<file path="config.mk">
export PLATFORM = sky130hd
export DESIGN_NAME = spi_bus_monitor
export DESIGN_NICKNAME = d
export VERILOG_FILES = /design/src/rtl/spi_mon_pkg.sv /design/src/rtl/spi_mon_sync.sv /design/src/rtl/spi_mon_ctrl.sv /design/src/rtl/spi_mon_datapath.sv /design/src/rtl/spi_bus_monitor.sv
export SDC_FILE = /design/constraint.sdc
export NUM_CORES = 1
export LEC_CHECK = 0
export ABC_CLOCK_PERIOD_IN_PS = 4100
export CAP_MARGIN = 20
export CORE_UTILIZATION = 45
export CTS_CLUSTER_SIZE = 28
export DETAILED_ROUTE_END_ITERATION = 10
export PLACE_DENSITY = 0.67
export SYNTH_ARGS = -nofsm -noshare
export SYNTH_HDL_FRONTEND = slang
export SYNTH_SLANG_ARGS = --single-unit
</file>
<file path="constraint.sdc">
create_clock -name clk -period 4.1 [get_ports clk]
set_input_delay 0.615 -clock clk [delete_from_list [all_inputs] [get_ports clk]]
set_output_delay 0.615 -clock clk [all_outputs]
set_load 0.01 [all_outputs]
</file>
<file path="src/rtl/spi_mon_pkg.sv">
package spi_mon_pkg;

  typedef struct packed {
    logic cpol;
    logic cpha;
    logic csHigh;
    logic lsbFirst;
    logic mosiEn;
    logic misoEn;
    logic csEn;
  } monCfg_t;

  typedef struct packed {
    logic clear;  // drop partial word
    logic take;   // capture one bit on each line
    logic last;   // this capture finishes the word
  } monStrobe_t;

  localparam monCfg_t CFG_RESET = '{cpol: 1'b0, cpha: 1'b0, csHigh: 1'b0,
                                    lsbFirst: 1'b0, mosiEn: 1'b1,
                                    misoEn: 1'b1, csEn: 1'b1};

endpackage

</file>
<file path="src/rtl/spi_mon_sync.sv">
module spi_mon_sync #(
  parameter int WIDTH = 4,
  parameter int STAGES = 2,
  parameter logic [WIDTH-1:0] RST_VAL = '0
) (
  input  logic             clk,
  input  logic             rstN,
  input  logic [WIDTH-1:0] din,
  output logic [WIDTH-1:0] dout
);
  logic [STAGES-1:0][WIDTH-1:0] pipe;

  always_ff @(posedge clk or negedge rstN) begin
    if (!rstN) begin
      for (int k = 0; k < STAGES; k++) pipe[k] <= RST_VAL;
    end else begin
      pipe[0] <= din;
      for (int k = 1; k < STAGES; k++) pipe[k] <= pipe[k-1];
    end
  end

  assign dout = pipe[STAGES-1];
endmodule

</file>
<file path="src/rtl/spi_mon_ctrl.sv">
module spi_mon_ctrl
  import spi_mon_pkg::*;
#(
  parameter int MAX_WORD = 32,
  parameter int DEF_LEN = 8,
  parameter int LEN_W = 6,
  parameter int IDX_W = 5,
  parameter int CNT_W = 16
) (
  input  logic             clk,
  input  logic             rstN,
  input  logic             sckS,
  input  logic             csS,
  input  logic             cfgWrite,
  input  monCfg_t          cfgIn,
  input  logic [LEN_W-1:0] cfgLen,
  output monStrobe_t       stb,
  output logic [IDX_W-1:0] bitPos,
  output logic [1:0]       chanEn,
  output logic             frameWarn,
  output logic             csEvent,
  output logic             csOld,
  output logic             csNew,
  output logic             xferStart,
  output logic             xferEnd,
  output logic [CNT_W-1:0] xferWords
);
  localparam logic [LEN_W-1:0] LEN_MAX = LEN_W'(MAX_WORD);
  localparam logic [CNT_W-1:0] CNT_SAT = '1;

  monCfg_t          cfgQ;
  logic [LEN_W-1:0] lenQ;
  logic [LEN_W-1:0] bitCnt;
  logic [CNT_W-1:0] xferCnt;
  logic             sckPrev, csPrev, warnArm;

  logic csAsserted, sampleEdge, csChange, cfgAccept, idle, wordDone, warnNow;

  always_comb begin
    csAsserted = cfgQ.csHigh ? csS : !csS;
    // rising capture when cpol == cpha, falling otherwise
    sampleEdge = (sckS != sckPrev) && (sckS == !(cfgQ.cpol ^ cfgQ.cpha));
    csChange   = cfgQ.csEn && (csS != csPrev);
    idle       = !cfgQ.csEn || !csAsserted;
    cfgAccept  = cfgWrite && idle && (cfgIn.mosiEn || cfgIn.misoEn) &&
                 (cfgLen != '0) && (cfgLen <= LEN_MAX);
    stb.clear  = csChange || cfgAccept;
    stb.take   = sampleEdge && (!cfgQ.csEn || csAsserted) && !stb.clear;
    wordDone   = (bitCnt == lenQ - LEN_W'(1));
    stb.last   = stb.take && wordDone;
    bitPos     = cfgQ.lsbFirst ? bitCnt[IDX_W-1:0]
                               : IDX_W'(lenQ - LEN_W'(1) - bitCnt);
    chanEn     = {cfgQ.misoEn, cfgQ.mosiEn};
    warnNow    = (bitCnt == '0) ? !csAsserted : warnArm;
  end

  always_ff @(posedge clk or negedge rstN) begin
    if (!rstN) begin
      cfgQ      <= CFG_RESET;
      lenQ      <= LEN_W'(DEF_LEN);
      bitCnt    <= '0;
      xferCnt   <= '0;
      sckPrev   <= 1'b1;
      csPrev    <= 1'b1;
      warnArm   <= 1'b0;
      frameWarn <= 1'b0;
      csEvent   <= 1'b0;
      csOld     <= 1'b0;
      csNew     <= 1'b0;
      xferStart <= 1'b0;
      xferEnd   <= 1'b0;
      xferWords <= '0;
    end else begin
      sckPrev <= sckS;
      csPrev  <= csS;
      if (cfgAccept) begin
        cfgQ <= cfgIn;
        lenQ <= cfgLen;
      end
      if (stb.clear) bitCnt <= '0;
      else if (stb.take) bitCnt <= wordDone ? '0 : bitCnt + LEN_W'(1);
      if (stb.take && bitCnt == '0) warnArm <= !csAsserted;
      frameWarn <= stb.last && warnNow;
      csEvent   <= csChange;
      xferStart <= csChange && csAsserted;
      xferEnd   <= csChange && !csAsserted;
      if (csChange) begin
        csOld <= csPrev;
        csNew <= csS;
      end
      if (csChange && csAsserted) xferCnt <= '0;
      else if (stb.last && cfgQ.csEn && xferCnt != CNT_SAT) xferCnt <= xferCnt + CNT_W'(1);
      if (csChange && !csAsserted) xferWords <= xferCnt;
    end
  end
endmodule

</file>
<file path="src/rtl/spi_mon_datapath.sv">
module spi_mon_datapath
  import spi_mon_pkg::*;
#(
  parameter int MAX_WORD = 32,
  parameter int IDX_W = 5
) (
  input  logic                clk,
  input  logic                rstN,
  input  monStrobe_t          stb,
  input  logic [IDX_W-1:0]    bitPos,
  input  logic [1:0]          chanEn,
  input  logic                mosiBit,
  input  logic                misoBit,
  output logic                wordValid,
  output logic                mosiValid,
  output logic                misoValid,
  output logic [MAX_WORD-1:0] mosiWord,
  output logic [MAX_WORD-1:0] misoWord
);
  localparam int NCH = 2;

  logic [NCH-1:0]               bitIn;
  logic [NCH-1:0]               chValid;
  logic [NCH-1:0][MAX_WORD-1:0] wordOut;

  assign bitIn = {misoBit, mosiBit};

  for (genvar ch = 0; ch < NCH; ch++) begin : g_lane
    logic [MAX_WORD-1:0] acc, wordQ, nxt;
    assign nxt = acc | (MAX_WORD'(bitIn[ch]) << bitPos);

    always_ff @(posedge clk or negedge rstN) begin
      if (!rstN) begin
        acc         <= '0;
        wordQ       <= '0;
        chValid[ch] <= 1'b0;
      end else begin
        chValid[ch] <= stb.last && chanEn[ch];
        if (stb.clear) acc <= '0;
        else if (stb.take) begin
          if (stb.last) begin
            acc   <= '0;
            wordQ <= nxt;
          end else begin
            acc <= nxt;
          end
        end
      end
    end
    assign wordOut[ch] = chanEn[ch] ? wordQ : '0;
  end

  always_ff @(posedge clk or negedge rstN) begin
    if (!rstN) wordValid <= 1'b0;
    else       wordValid <= stb.last;
  end

  assign mosiValid = chValid[0];
  assign misoValid = chValid[1];
  assign mosiWord  = wordOut[0];
  assign misoWord  = wordOut[1];
endmodule

</file>
<file path="src/rtl/spi_bus_monitor.sv">
module spi_bus_monitor
  import spi_mon_pkg::*;
#(
  parameter int MAX_WORD = 32,
  parameter int DEF_LEN = 8,
  parameter int CNT_W = 16,
  parameter int SYNC_STAGES = 2,
  localparam int LEN_W = $clog2(MAX_WORD + 1),
  localparam int IDX_W = $clog2(MAX_WORD)
) (
  input  logic                clk,
  input  logic                rstN,
  input  logic                sckIn,
  input  logic                mosiIn,
  input  logic                misoIn,
  input  logic                csIn,
  input  logic                cfgWrite,
  input  logic                cfgCpol,
  input  logic                cfgCpha,
  input  logic                cfgCsActiveHigh,
  input  logic                cfgLsbFirst,
  input  logic [LEN_W-1:0]    cfgWordLen,
  input  logic                cfgMosiEn,
  input  logic                cfgMisoEn,
  input  logic                cfgCsEn,
  output logic                wordValid,
  output logic                mosiValid,
  output logic                misoValid,
  output logic [MAX_WORD-1:0] mosiWord,
  output logic [MAX_WORD-1:0] misoWord,
  output logic                frameWarn,
  output logic                csEvent,
  output logic                csOld,
  output logic                csNew,
  output logic                xferStart,
  output logic                xferEnd,
  output logic [CNT_W-1:0]    xferWords
);
  logic [3:0]       pinsS;
  monCfg_t          cfgIn;
  monStrobe_t       stb;
  logic [IDX_W-1:0] bitPos;
  logic [1:0]       chanEn;

  assign cfgIn = '{cpol: cfgCpol, cpha: cfgCpha, csHigh: cfgCsActiveHigh,
                   lsbFirst: cfgLsbFirst, mosiEn: cfgMosiEn,
                   misoEn: cfgMisoEn, csEn: cfgCsEn};

  // order {sck, cs, mosi, miso}; clock and select start high
  spi_mon_sync #(.WIDTH(4), .STAGES(SYNC_STAGES), .RST_VAL(4'b1100)) sync_i (
    .clk(clk), .rstN(rstN), .din({sckIn, csIn, mosiIn, misoIn}), .dout(pinsS));

  spi_mon_ctrl #(.MAX_WORD(MAX_WORD), .DEF_LEN(DEF_LEN), .LEN_W(LEN_W),
                 .IDX_W(IDX_W), .CNT_W(CNT_W)) ctrl_i (
    .clk(clk), .rstN(rstN), .sckS(pinsS[3]), .csS(pinsS[2]),
    .cfgWrite(cfgWrite), .cfgIn(cfgIn), .cfgLen(cfgWordLen),
    .stb(stb), .bitPos(bitPos), .chanEn(chanEn), .frameWarn(frameWarn),
    .csEvent(csEvent), .csOld(csOld), .csNew(csNew),
    .xferStart(xferStart), .xferEnd(xferEnd), .xferWords(xferWords));

  spi_mon_datapath #(.MAX_WORD(MAX_WORD), .IDX_W(IDX_W)) dp_i (
    .clk(clk), .rstN(rstN), .stb(stb), .bitPos(bitPos), .chanEn(chanEn),
    .mosiBit(pinsS[1]), .misoBit(pinsS[0]), .wordValid(wordValid),
    .mosiValid(mosiValid), .misoValid(misoValid),
    .mosiWord(mosiWord), .misoWord(misoWord));
endmodule

</file>
After elaboration in Yosys (flattened, before gate mapping)
Cells that the tools add are included.
{"block": "totals", "ff_bits": 199, "out_inout_bits": 89, "elab_cells": 92, "inputBits": 20}
{"block": "op_classes", "n_addsub": 4, "magnitude_cmp": 1, "eq_ne": 5, "muxes": 16, "n_reduce_logical": 31, "n_bitwise": 4, "n_shift": 2}
{"cell": "2-to-1 mux 32 bit", "n": 8}
{"cell": "bitwise OR 32 bit", "n": 2}
{"cell": "<< shifter 1 x 5 -> 32 bit", "n": 2}
{"cell": "2-to-1 mux 16 bit", "n": 2}
{"cell": "2-to-1 mux 6 bit", "n": 3}
{"cell": "logical AND 1 bit", "n": 17}
{"cell": "adder 16 x 1 -> 16 bit (second input constant)", "n": 1}
{"cell": "!= test 16 bit (second input constant)", "n": 1}
{"cell": "adder 6 x 1 -> 6 bit (second input constant)", "n": 1}
{"cell": "== test 6 bit", "n": 1}
{"cell": "less-or-equal comparator 6 bit (second input constant)", "n": 1}
{"cell": "zero test 6 bit", "n": 1}
{"cell": "nonzero test 6 bit", "n": 1}
{"cell": "subtractor 6 x 1 -> 6 bit (second input constant)", "n": 1}
{"cell": "zero test 1 bit", "n": 5}
{"cell": "2-to-1 mux 5 bit", "n": 1}
{"cell": "subtractor 5 bit", "n": 1}
{"cell": "logical OR 1 bit", "n": 4}
{"cell": "nonzero test 2 bit", "n": 2}
{"cell": "AND reduction 3 bit", "n": 1}
{"cell": "2-to-1 mux 1 bit", "n": 2}
{"cell": "!= test 1 bit", "n": 2}
{"cell": "== test 1 bit", "n": 1}
{"cell": "NOT 1 bit", "n": 1}
{"cell": "XOR 1 bit", "n": 1}

Longest topological paths before layout
Gate-level depths: netlist of the first run.
{"block": "depth", "ltp_word": 16, "depth_mapped": 13, "depth_no_buf": 10}

Hierarchy
A second synthesis of the first run with hierarchy kept.
{"block": "hier_totals", "hier_cells": 869, "hier_area_um2": 9029.9}
{"mod": "spi_mon_datapath", "seq_area_each_um2": 3278.1, "instances": 1, "area_per_inst_um2": 5769.3, "cells_each": 575}
{"mod": "spi_mon_ctrl", "seq_area_each_um2": 1508.9, "instances": 1, "area_per_inst_um2": 3025.4, "cells_each": 282}
{"mod": "spi_mon_sync", "seq_area_each_um2": 205.2, "instances": 1, "area_per_inst_um2": 235.2, "cells_each": 12}

Least setup slack after synthesis of the first run
No wires, ideal clock.
{"block": "synth_path", "path_type": "register to register", "startpoint": "register ctrl_i.lenQ[0]", "endpoint": "register dp_i.g_lane[1].wordQ[22]", "setup_slack_ns": 1.264, "period_less_slack_ns": 2.836, "n_path_buf": 2, "stages_incl_launch_ff": 13, "arrival_time_ns": 2.759, "path_cell_list": "dfrtp_1 -> inv_1 -> ha_1 -> xor2_1 -> ha_1 -> clkbuf_1 -> nand2b_1 -> a21oi_1 -> xor2_1 -> o31ai_1 -> clkbuf_1 -> a21oi_1 -> a21oi_1"}
{"block": "synth_between", "elab_chain_cells": 5, "elab_cells_between_ends": 8, "classes_between": "2 x add/sub; 1 x eq/ne; 1 x shift; 1 x mux; 1 x bitwise; 2 x reduce/logical"}
{"item": "from (decl)", "line_no": "spi_mon_ctrl.sv:32", "text": "logic [LEN_W-1:0] lenQ;"}
{"item": "from (signal assigned)", "line_no": "spi_mon_ctrl.sv:60", "text": "lenQ <= LEN_W'(DEF_LEN);"}
{"item": "from (signal assigned)", "line_no": "spi_mon_ctrl.sv:78", "text": "lenQ <= cfgLen;"}
{"item": "subtractor 6 x 1 -> 6 bit *", "line_no": "spi_mon_ctrl.sv:49", "text": "wordDone = (bitCnt == lenQ - LEN_W'(1));"}
{"item": "subtractor 5 bit", "line_no": "spi_mon_ctrl.sv:52", "text": ": IDX_W'(lenQ - LEN_W'(1) - bitCnt);"}
{"item": "2-to-1 mux 5 bit", "line_no": "spi_mon_ctrl.sv:51", "text": "bitPos = cfgQ.lsbFirst ? bitCnt[IDX_W-1:0]"}
{"item": "<< shifter 1 x 5 -> 32 bit", "line_no": "spi_mon_datapath.sv:30", "text": "assign nxt = acc | (MAX_WORD'(bitIn[ch]) << bitPos);"}
{"item": "bitwise OR 32 bit", "line_no": "spi_mon_datapath.sv:30"}
{"item": "to (signal assigned)", "line_no": "spi_mon_datapath.sv:43", "text": "wordQ <= nxt;"}
{"item": "to (decl)", "line_no": "spi_mon_datapath.sv:29", "text": "logic [MAX_WORD-1:0] acc, wordQ, nxt;"}
Mark *: on every way between the ends. The rest lies on a longest branch, timed or not.
A chain may end at the register's enable or synchronous reset.

Worst setup path after layout of the first run
{"block": "layout_path", "startpoint": "register ctrl_i.lenQ[0]", "endpoint": "register dp_i.g_lane[0].wordQ[1]"}
{"block": "layout_between", "elab_chain_cells": 5, "elab_cells_between_ends": 8, "classes_between": "2 x add/sub; 1 x eq/ne; 1 x shift; 1 x mux; 1 x bitwise; 2 x reduce/logical"}
{"item": "subtractor 6 x 1 -> 6 bit *", "line_no": "spi_mon_ctrl.sv:49"}
{"item": "subtractor 5 bit", "line_no": "spi_mon_ctrl.sv:52"}
{"item": "2-to-1 mux 5 bit", "line_no": "spi_mon_ctrl.sv:51"}
{"item": "<< shifter 1 x 5 -> 32 bit", "line_no": "spi_mon_datapath.sv:30"}
{"item": "bitwise OR 32 bit", "line_no": "spi_mon_datapath.sv:30"}
{"item": "to (signal assigned)", "line_no": "spi_mon_datapath.sv:43"}
{"item": "to (decl)", "line_no": "spi_mon_datapath.sv:29"}
Marked as above.

==> metrics.yaml, run 1 <==
status:
  status: "finished clean"
floorplanning:
  core-area_um2: 19460
  rows: 51
  die_area_um2: 20400
  die_w_um: 142.8
  dieHeight_um: 142.8
  ios: 109
  start_util_pct: 45.86
timing:
  period_minus_slack_ns: 3.227
  max_slew_margin_pct: 44.39
  finalSetupTns_ns: 0
  fin_skew_ns: 0.01186
  setup_slack_ns: 0.8726
  worst_slew_pin_slew_ns: 0.8341
  max_freq_mhz: 309.8
  finalCritPeriodShare_pct: 78.72
  rsz0062_at_grt: "no"
  setup_viol: 0
  hold_viol: 0
  maxSlewViolCount: 0
clock_tree:
  cts_hold_buf: 0
  cts_tree: "built"
  cts_inserted_buffers: 17
  insertion_delay_ns: 0.44
  cts_resized: 0
  htree_levels: 4
  postCtsSetupBuffers: 0
  cts.sinks: 199
  clockBufferDepth: 2
  cts.reportedPaths.clkPinSlew_ns: 0.07
  cts-root-buf: "clkbuf_16"
setup_path:
  arrival_ns: 3.52
  crit_top_cell: "a211oi_1"
  cpPeakStageDelay_ns: 0.58
  path_buf_inv: 1
  worst_setup_path_end_kind: "register"
  path_max_fanout: 8
  r2r-end: "dp_i.g_lane[0].wordQ[1]$_DFFE_PN0P_"
  cp_top_family: "compound AO/OA/AOI/OAI gates"
  critPathRequiredTime_ns: 4.39
  startpoint_type: "register"
  reg2reg_from: "ctrl_i.lenQ[0]$_DFFE_PN0P_"
  reg2reg_depth: 9
  path_class: "reg2reg"
  path_cells: "inv_1 -> ha_1 -> fa_1 -> xnor2_1 -> a211oi_1 -> a211oi_1 -> nor2_1 -> a31oi_1 -> a21oi_1"
  critical-path-slowest-cell: "a211oi_1"
  r2r_slack_ns: 0.87
min_path:
  hold_class: "in2async"
pwr:
  intPower_w: 0.004610
  pwr-share-seq_pct: 35.3
  pwr-share-comb_pct: 44.6
  power_leakage_nw: 4.706
  p_sw_w: 0.003355
  clkPwrFrac_pct: 20.2
  p_per_area_nw_per_um2: 732.2
  swShare_pct: 42.12
  totalPowerFinal_w: 0.007966
  ir_worst_vdd_mv: 0.5450
route:
  viasPerCell: 5.472
  drt_drc_violations_left: 0
  totalWireLength_um: 20650
  wire_per_inst_um: 16.30
  wl_met2_um: 9769
  drtIter0Drc: 509
  wl_met1_um: 9587
  drt_first_pass_iters: 5
  wl_met3_um: 986
  via_count: 6933
  top_layer_used: "met4"
  antenna_left: 0
placed_design:
  dpl_cell_area_um2: 10320
  dp.cells: 1236
  gp_congestion: 0.8005
  numPortBuffers: 108
  dp_slack_ns: 0.8996
  dp_hpwl_um: 13660
global_routing:
  grt.overflow.total: 0
  grt_start_max_net_pins: 102
  grt_pass1_wl_um: 33890
  grt_usage_pct: 21.42
  antenna_found_initial: 0
  grt_pass1_vias: 6511
synth:
  synth_top_area_share_pct: 52.99
  ys_warn_count: 0
  synthTopCellsByCount: "dfrtp_1, nor2_1, a21oi_1"
  synthFlopType: "dfrtp_1"
  synthArstFlopShare_pct: 100.0
  yosysMostFrequentCell: "dfrtp_1"
  synth_seq_area_share_pct: 55.93
  avgSynthCellArea_um2: 9.863
  syn_area_um2: 8926
  synth_area_leaders: "dfrtp_1, a21oi_1, nor2_1, and2_1, a31oi_1"
  synth.net_count: 934
  yosys.area.top_type: "dfrtp_1"
  yosys_register_bits: 199
  yosysUniqueCellTypes: 47
  syn_inst: 905
  synth_edf_count: 0
run:
  maxCapViolations: 0
cells_and_area:
  n_antenna_cell: 0
  area_delta_synth_final_pct: 21.88
  instances_no_fill: 1267
  multi_input_area_um2: 3676
  nets: 1019
  regArea_um2: 4992
  fillers: 1752
  final_area_um2: 10880
  drive_gt1_share_pct: 9.880
metrics by stage:
stage | hold slack, ns | utilization (%)
6_report | 0.2390 | 55.90
5_1_grt | 0.3097 | 55.90
4_1_cts | 0.2866 | 55.90
3_5_place_dp | 0.3362 | 53.04
3_3_place_gp | 0.3327 | 53.04
2_1_floorplan | 0.3194 | -
power groups by stage:
| stage | Combinational (W) | Clock, W | Sequential [W] |
|---|---|---|---|
| finish | 0.00355 | 0.00161 | 0.00281 |
| global route | 0.00386 | 0.00170 | 0.00289 |
| CTS | 0.00353 | 0.00164 | 0.00282 |
| detailed placement | 0.00351 | 0 | 0.00286 |
| global placement | 0.00345 | 0 | 0.00284 |
| floorplan | 0.00227 | 0 | 0.00267 |
registers in the layout, summed over array words and instances (netlist names):
name and cells:
dp_i.wordValid 1, dp_i.g_lane.wordQ 64, ctrl_i.frameWarn 1, ctrl_i.csEvent 1
ctrl_i.csNew 1, dp_i.misoValid 1, ctrl_i.xferWords 16, ctrl_i.csOld 1
ctrl_i.chanEn 2, ctrl_i.csPrev 1, ctrl_i.sckPrev 1, ctrl_i.lenQ 6
ctrl_i.xferStart 1, sync_i.dout 4, ctrl_i.cfgQ 5, dp_i.mosiValid 1
ctrl_i.xferCnt 16, ctrl_i.xferEnd 1, ctrl_i.warnArm 1, sync_i.pipe 4
ctrl_i.bitCnt 6, dp_i.g_lane.acc 64
logic make-up after synthesis:
group | count (synthesis) | share of synthesized area, %
adders and majority gates | 9 | 1.346
DFF | 199 | 55.93
buffers and inverters | 75 | 3.350
AOI/OAI and AO/OA | 262 | 17.37
muxes | 29 | 3.630
xor gates and xnor gates | 13 | 1.276
and+or+nand+nor | 318 | 17.10
layout by cell type (no fill, tap or decap), types with 10 or more instances in the layout:
| master | n |
|---|---|
| dfrtp_1 | 189 |
| nand2_1 | 33 |
| o21ai_0 | 15 |
| a21oi_1 | 132 |
| a31oi_1 | 66 |
| nand3_1 | 10 |
| a41oi_1 | 16 |
| nor2_1 | 154 |
| clkbuf_16 | 17 |
| mux2_2 | 27 |
| inv_1 | 16 |
| and2_1 | 69 |
| clkdlybuf4s50_1 | 107 |
| buf_4 | 13 |
| dfstp_2 | 10 |
how the worst max path moves through the flow:
stage                               start                                    to  slack, ns  depth (start not counted)
2_1_floorplan  ctrl_i.lenQ[0]$_DFFE_PN0P_  dp_i.g_lane[1].wordQ[22]$_DFFE_PN0P_       1.26                         12
3_3_place_gp   ctrl_i.lenQ[0]$_DFFE_PN0P_   dp_i.g_lane[0].wordQ[1]$_DFFE_PN0P_       0.93                          9
3_5_place_dp   ctrl_i.lenQ[0]$_DFFE_PN0P_   dp_i.g_lane[0].wordQ[1]$_DFFE_PN0P_       0.90                          9
4_1_cts        ctrl_i.lenQ[0]$_DFFE_PN0P_   dp_i.g_lane[0].wordQ[1]$_DFFE_PN0P_       0.87                          9
5_1_grt        ctrl_i.lenQ[0]$_DFFE_PN0P_   dp_i.g_lane[0].wordQ[1]$_DFFE_PN0P_       0.66                          9
6_report       ctrl_i.lenQ[0]$_DFFE_PN0P_   dp_i.g_lane[0].wordQ[1]$_DFFE_PN0P_       0.87                          9
final cells by class:
type | instances | share of cell area [%]
clock buffer | 21 | 4.324
tap | 265 | 3.048
inverter | 16 | 0.5520
timing repair buffer | 125 | 11.60
multi-input combinational | 631 | 33.79
sequential | 199 | 45.89
clock inverter | 10 | 0.7936
metal layers:
| layer | global-route usage (%) | vias up |
|---|---|---|
| met2 | 33.08 | 177 |
| li1 | - | 3372 |
| met3 | 4.259 | 22 |
| met5 | 0 | - |
| met4 | 6.904 | 0 |
| met1 | 30.34 | 3362 |
worst reg2reg max path: stages, from the launching register on:
cell,delay [ns]
dfrtp_1,0.43
inv_1,0.07
ha_1,0.34
fa_1,0.47
xnor2_1,0.37
a211oi_1,0.11
a211oi_1,0.58
nor2_1,0.34
a31oi_1,0.29
a21oi_1,0.10
(Power assumes the default switching activity.)
==> run 2: changes to the inputs <==
--- a/config.mk
+++ b/config.mk
@@ -5,7 +5,7 @@
 export SDC_FILE = /design/constraint.sdc
 export NUM_CORES = 1
 export LEC_CHECK = 0
-export ABC_CLOCK_PERIOD_IN_PS = 4100
+export ABC_CLOCK_PERIOD_IN_PS = 3100
 export CAP_MARGIN = 20
 export CORE_UTILIZATION = 45
 export CTS_CLUSTER_SIZE = 28
==> constraint.sdc (replaced) <==
create_clock -name clk -period 3.1 [get_ports clk]
set_input_delay 0.465 -clock clk [delete_from_list [all_inputs] [get_ports clk]]
set_output_delay 0.465 -clock clk [all_outputs]
set_load 0.01 [all_outputs]
==> metrics.yaml, run 2 (same netlist as run 1, synthesis figures left out) <==
timing:
  finalSetupTns_ns: 0  # unchanged
  holdWs_ns: 0.06011  # was 0.2390 ns
  rsz0062_at_grt: "yes"  # was no
  period_minus_slack_ns: 2.952  # was 3.227 ns
  maxSlewViolCount: 0  # unchanged
  worst_slew_pin_slew_ns: 0.7366  # was 0.8341 ns
  max_slew_margin_pct: 50.77  # was 44.39%
  setup_viol: 0  # unchanged
  max_freq_mhz: 338.8  # was 309.8 MHz
  finalCritPeriodShare_pct: 95.21  # was 78.72%
  hold_viol: 0  # unchanged
  fin_skew_ns: 0.01110  # was 0.01186 ns
cells_and_area:
  area_delta_synth_final_pct: 25.53  # was 21.88%
  final_common_cell: "dfrtp_1"  # unchanged
  top_regs: "dp_i.g_lane.acc: 64 flops, dp_i.g_lane.wordQ: 64 flops"  # unchanged
  instances_no_fill: 1294  # was 1267
  post-route-util_pct: 57.57  # was 55.90%
  layout_common_cells: "dfrtp_1, nor2_1, a21oi_1, clkdlybuf4s50_1, and2_1"  # unchanged
  drive_gt1_share_pct: 13.12  # was 9.880%
  n_antenna_cell: 0  # unchanged
  nets: 1045  # was 1019
setup_path:
  reg2reg_depth: 9  # unchanged
  reg2reg_from: "ctrl_i.lenQ[0]$_DFFE_PN0P_"  # unchanged
  startpoint_type: "register"  # unchanged
  r2r-end: "dp_i.g_lane[0].wordQ[1]$_DFFE_PN0P_"  # unchanged
  path_max_fanout: 8  # unchanged
  critPathRequiredTime_ns: 3.45  # was 4.39 ns
  worst_setup_path_end_kind: "register"  # unchanged
  path_class: "reg2reg"  # unchanged
  r2r_slack_ns: 0.15  # was 0.87 ns
  arrival_ns: 3.31  # was 3.52 ns
route:
  drt_drc_violations_left: 0  # unchanged
  wire_per_inst_um: 16.36  # was 16.30 um
  drtIter0Drc: 535  # was 509
  totalWireLength_um: 21170  # was 20650 um
  drt_first_pass_iters: 4  # was 5
  via_count: 6982  # was 6933
  viasPerCell: 5.396  # was 5.472
  antenna_left: 0  # unchanged
clock_tree:
  postCtsSetupBuffers: 0  # unchanged
  cts.reportedPaths.clkPinSlew_ns: 0.08  # was 0.07 ns
  cts_inserted_buffers: 17  # unchanged
  insertion_delay_ns: 0.44  # about the same
  cts_hold_buf: 0  # unchanged
  cts_tree: "built"  # unchanged
  htree_levels: 4  # unchanged
  cts-root-buf: "clkbuf_16"  # unchanged
  clockBufferDepth: 2  # unchanged
  cts.sinks: 199  # unchanged
floorplanning:
  die_area_um2: 20400  # unchanged
  dieHeight_um: 142.8  # unchanged
  rows: 51  # unchanged
  core-area_um2: 19460  # unchanged
  start_util_pct: 45.86  # unchanged
  ios: 109  # unchanged
  die_w_um: 142.8  # unchanged
global_routing:
  grt_pass1_wl_um: 34820  # was 33890 um
  antenna_found_initial: 0  # unchanged
  grt_usage_pct: 22.17  # was 21.42%
  grt_pass1_vias: 6643  # was 6511
  grt.overflow.total: 0  # unchanged
  grt_start_max_net_pins: 79  # was 102
placed_design:
  dp_hpwl_um: 13940  # was 13660 um
  dp.cells: 1262  # was 1236
  numPortBuffers: 108  # unchanged
  gp_congestion: 0.8363  # was 0.8005
min_path:
  hold_class: "in2async"  # unchanged
status:
  status: "finished clean"  # unchanged
run:
  maxCapViolations: 0  # unchanged
pwr:
  ir_worst_vdd_mv: 0.5708  # was 0.5450 mV
  power_leakage_nw: 4.883  # was 4.706 nW
  p_per_area_nw_per_um2: 989.0  # was 732.2 nW/um^2
  totalPowerFinal_w: 0.01108  # was 0.007966 W
==> run 2: cell types whose count changed in the layout (fill, tap and decap cells not counted), moves of 3 or more <==
cell,delta
buf_4,+23
nor2_1,-5
nor2_2,+5
buf_12,+3
bufinv_16,+3
clkbuf_8,-3
==> run 2: area by class of cell <==
type / count / area [um^2]
clock buffer: 17 / 425.4
clock inverter: 15 / 195.2
fill: 1734 / 8258
inverter: 16 / 60.06
multi-input combinational: 631 / 3705
sequential: 199 / 4992
tap: 265 / 331.6
timing repair buffer: 151 / 1495
==> run 2: worst max path at each step <==
stage               slack (ns)                  startpoint                              endpoint  depth (start not counted)
CTS                       0.07  ctrl_i.lenQ[0]$_DFFE_PN0P_    dp_i.g_lane[0].acc[26]$_DFFE_PN0P_                         10
floorplan                 0.26  ctrl_i.lenQ[0]$_DFFE_PN0P_  dp_i.g_lane[1].wordQ[22]$_DFFE_PN0P_                         12
global placement          0.13               cfgWordLen[1]        ctrl_i.xferCnt[15]$_DFFE_PN0P_                          8
detailed placement        0.11               cfgWordLen[1]     dp_i.g_lane[0].acc[1]$_DFFE_PN0P_                          9
global route             -0.07  ctrl_i.lenQ[0]$_DFFE_PN0P_   dp_i.g_lane[1].wordQ[1]$_DFFE_PN0P_                         10
finish                    0.15  ctrl_i.lenQ[0]$_DFFE_PN0P_   dp_i.g_lane[0].wordQ[1]$_DFFE_PN0P_                          9
==> run 2: power by group <==
part	internal [W]	leakage (nW)	switching (W)
Combinational	0.00203	1.90	0.00303
Sequential	0.00321	2.68	0.000476
Clock	0.00129	0.299	0.00105
==> run 2: routing by layer <==
metal	global-route usage (%)	wire length (um)
met1	31.16	10010
met2	34.67	9763
met3	4.494	1035
met4	6.621	359
met5	0	0
==> run 2: timing repair <==
item                       in CTS  in global routing
setup endpoints to repair       0                 42
gates resized for setup         0                  8
hold endpoints to repair        0                  0
==> run 2: worst max-delay path, stage by stage (launching register included) <==
cell and delay (ns):
dfrtp_1 0.41, or4_4 0.54, nand2_1 0.09, ha_1 0.24, or2_2 0.33, nor4_1 0.31, a211oi_2 0.12, nor2_1 0.49
a31oi_1 0.16, a21oi_1 0.18
==> run 2: stage by stage <==
stage / cell area, um^2 / worst slack, ns
2_1_floorplan: 8926 / 0.2639
3_3_place_gp: 10560 / 0.1348
3_5_place_dp: 10560 / 0.1105
4_1_cts: 11180 / 0.07418
5_1_grt: 11200 / -0.07450
6_report: 11200 / 0.1485
==> run 3: changes to the inputs <==
--- a/config.mk
+++ b/config.mk
@@ -5,12 +5,12 @@
 export SDC_FILE = /design/constraint.sdc
 export NUM_CORES = 1
 export LEC_CHECK = 0
-export ABC_CLOCK_PERIOD_IN_PS = 3100
+export ABC_CLOCK_PERIOD_IN_PS = 2500
 export CAP_MARGIN = 20
 export CORE_UTILIZATION = 45
 export CTS_CLUSTER_SIZE = 28
 export DETAILED_ROUTE_END_ITERATION = 10
-export PLACE_DENSITY = 0.67
+export PLACE_DENSITY = 0.69
 export SYNTH_ARGS = -nofsm -noshare
 export SYNTH_HDL_FRONTEND = slang
 export SYNTH_SLANG_ARGS = --single-unit
==> constraint.sdc (replaced) <==
create_clock -name clk -period 2.5 [get_ports clk]
set_input_delay 0.375 -clock clk [delete_from_list [all_inputs] [get_ports clk]]
set_output_delay 0.375 -clock clk [all_outputs]
set_load 0.01 [all_outputs]
==> metrics.yaml, run 3 (same netlist as run 1, synthesis figures left out) <==
timing:
  setup_viol: 154  # was 0
  finalCritPeriodShare_pct: 114.1  # was 95.21%
  setup_slack_ns: -0.3536  # was 0.1485 ns
  max_freq_mhz: 350.4  # was 338.8 MHz
  holdWs_ns: 0.3266  # was 0.06011 ns
  worst_slew_pin_slew_ns: 0.4740  # was 0.7366 ns
  maxSlewViolCount: 0  # unchanged
  hold_viol: 0  # unchanged
  period_minus_slack_ns: 2.854  # was 2.952 ns
  max_slew_margin_pct: 68.40  # was 50.77%
  rsz0062_at_grt: "yes"  # unchanged
  fin_skew_ns: 0.01287  # was 0.01110 ns
floorplanning:
  core-area_um2: 19460  # unchanged
  ios: 109  # unchanged
  dieHeight_um: 142.8  # unchanged
  rows: 51  # unchanged
  die_area_um2: 20400  # unchanged
  start_util_pct: 45.86  # unchanged
  die_w_um: 142.8  # unchanged
pwr:
  ir_worst_vdd_mv: 0.9245  # was 0.5708 mV
  power_leakage_nw: 5.632  # was 4.883 nW
  p_per_area_nw_per_um2: 1353  # was 989.0 nW/um^2
clock_tree:
  cts.sinks: 199  # unchanged
  cts_tree: "built"  # unchanged
  cts_inserted_buffers: 17  # unchanged
  cts-root-buf: "clkbuf_16"  # unchanged
  cts.reportedPaths.clkPinSlew_ns: 0.07  # was 0.08 ns
  clockBufferDepth: 2  # unchanged
  insertion_delay_ns: 0.45  # was 0.44 ns
  htree_levels: 4  # unchanged
global_routing:
  grt_usage_pct: 26.17  # was 22.17%
  antenna_found_initial: 0  # unchanged
  grt_pass1_wl_um: 40610  # was 34820 um
  grt_pass1_vias: 7642  # was 6643
  grt.overflow.total: 0  # unchanged
  grt_start_max_net_pins: 67  # was 79
cells_and_area:
  n_antenna_cell: 0  # unchanged
  regArea_um2: 5000  # was 4992 um^2
  final_common_cell: "dfrtp_1"  # unchanged
  multi_input_area_um2: 5161  # was 3705 um^2
  top_regs: "dp_i.g_lane.acc: 64 flops, dp_i.g_lane.wordQ: 64 flops"  # unchanged
  layout_common_cells: "dfrtp_1, clkdlybuf4s50_1, nor2_1, and2_1, a21oi_2"  # was dfrtp_1, nor2_1, a21oi_1, clkdlybuf4s50_1, and2_1
  drive_gt1_share_pct: 37.89  # was 13.12%
  instances_no_fill: 1392  # was 1294
  nets: 1144  # was 1045
  area_delta_synth_final_pct: 57.57  # was 25.53%
  fillers: 1281  # was 1734
setup_path:
  path_max_fanout: 8  # unchanged
  critPathRequiredTime_ns: 2.83  # was 3.45 ns
  critical-path-slowest-cell: "dfrtp_1"  # was or4_4
  arrival_ns: 3.18  # was 3.31 ns
  worst_setup_path_end_kind: "register"  # unchanged
  startpoint_type: "register"  # unchanged
  path_class: "reg2reg"  # unchanged
  cpPeakStageDelay_ns: 0.39  # was 0.54 ns
  crit_top_cell: "buf_6"
  path_cells: "buf_6 -> inv_4 -> ha_4 -> xor2_4 -> ha_4 -> buf_6 -> nand3b_1 -> a211oi_2 -> a311oi_2 -> buf_6 -> nor2_4 -> buf_12 -> a41oi_2 -> nor2_2"  # was or4_4 -> nand2_1 -> ha_1 -> or2_2 -> nor4_1 -> a211oi_2 -> nor2_1 -> a31oi_1 -> a21oi_1
route:
  drt_first_pass_iters: 5  # was 4
  drt_drc_violations_left: 0  # unchanged
  drtIter0Drc: 656  # was 535
  via_count: 8379  # was 6982
  wire_per_inst_um: 22.30  # was 16.36 um
  antenna_left: 0  # unchanged
  totalWireLength_um: 31040  # was 21170 um
  viasPerCell: 6.019  # was 5.396
min_path:
  hold_class: "in2reg"  # was in2async
status:
  status: "finished, violations left"  # was finished clean
  violations: "setup timing"
placed_design:
  gp_congestion: 0.8388  # was 0.8363
  numPortBuffers: 108  # unchanged
  dp_hpwl_um: 14630  # was 13940 um
  dp.cells: 1309  # was 1262
run:
  maxCapViolations: 0  # unchanged
run 3: report_power, final:
part / internal (W) / leakage, nW / switching (W)
logic: 0.00506 / 2.68 / 0.00654
registers: 0.00399 / 2.68 / 0.000634
clock network: 0.00149 / 0.273 / 0.00131
total: 0.0105 / 5.63 / 0.00848
run 3: metal layers:
layer / GRT usage [%] / part of all wire [%] / vias to the layer above
met4: 9.338 / 4.4 / 0
met2: 41.38 / 49 / 432
met3: 5.902 / 8.1 / 108
li1: - / - / 3620
met1: 35.42 / 39 / 4219
met5: 0 / 0 / -
run 3: worst max-delay path, delay by kind of cell, from the launching register on:
family	cells	cell delay (ns)
AO/OA/AOI/OAI	3	0.74
flip-flops	1	0.39
buffers and inverters	5	0.68
adder cells (fa/ha/maj)	2	0.39
AND/OR/NAND/NOR	3	0.36
XOR/XNOR	1	0.16
run 3: path summary, 6_finish.rpt:
kind / from / endpoint / slack [ns] / depth (start not counted)
setup / recovery: ctrl_i.lenQ[0]$_DFFE_PN0P_ / dp_i.g_lane[0].acc[13]$_DFFE_PN0P_ / -0.35 / 14
hold / removal: sckIn / sync_i.pipe[3]$_DFF_PN1_ / 0.33 / 1
setup reg to reg: ctrl_i.lenQ[0]$_DFFE_PN0P_ / dp_i.g_lane[0].acc[13]$_DFFE_PN0P_ / -0.35 / 14
hold reg to reg: sync_i.pipe[1]$_DFF_PN0_ / sync_i.dout[1]$_DFF_PN0_ / 0.35 / 0
max in group asynchronous: rstN / ctrl_i.cfgQ[0]$_DFFE_PN1P_ / 1.34 / 3
min in group asynchronous: rstN / dp_i.mosiValid$_DFF_PN0_ / 0.40 / 2
run 3: timing repair:
| action | CTS | global route |
|---|---|---|
| pin swaps | 28 | 85 |
| hold endpoints to repair | 34 | 0 |
| endpoints found under the setup margin | 155 | 174 |
| hold buffers | 1 | 0 |
| gates resized for setup | 81 | 273 |
| setup buffers | 21 | 11 |
| cloned | 11 | 13 |
run 3: through the flow:
stage | power [W] | setup TNS (ns) | cell area, um^2 | setup slack (ns) | utilization, %
final | 0.01902 | -33.08 | 14060 | -0.3536 | 72.27
after global routing | 0.01975 | -46.32 | 14060 | -0.3998 | 72.27
after CTS | 0.01626 | -29.76 | 12520 | -0.2669 | 64.32
after detailed placement | 0.01170 | -41.09 | 11000 | -0.3875 | 56.53
after global placement | 0.01158 | -34.62 | 11000 | -0.3391 | 56.53
after floorplan | 0.008509 | -0.1943 | 9034 | -0.02516 | -
run 3: area by class of cell:
| class | instances | area share, % |
|---|---|---|
| Clock buffer | 19 | 3.078 |
| Clock inverter | 12 | 1.050 |
| Inverter | 16 | 0.4448 |
| Multi-Input combinational cell | 631 | 36.70 |
| Sequential cell | 199 | 35.55 |
| Tap cell | 265 | 2.357 |
| Timing Repair Buffer | 250 | 20.83 |
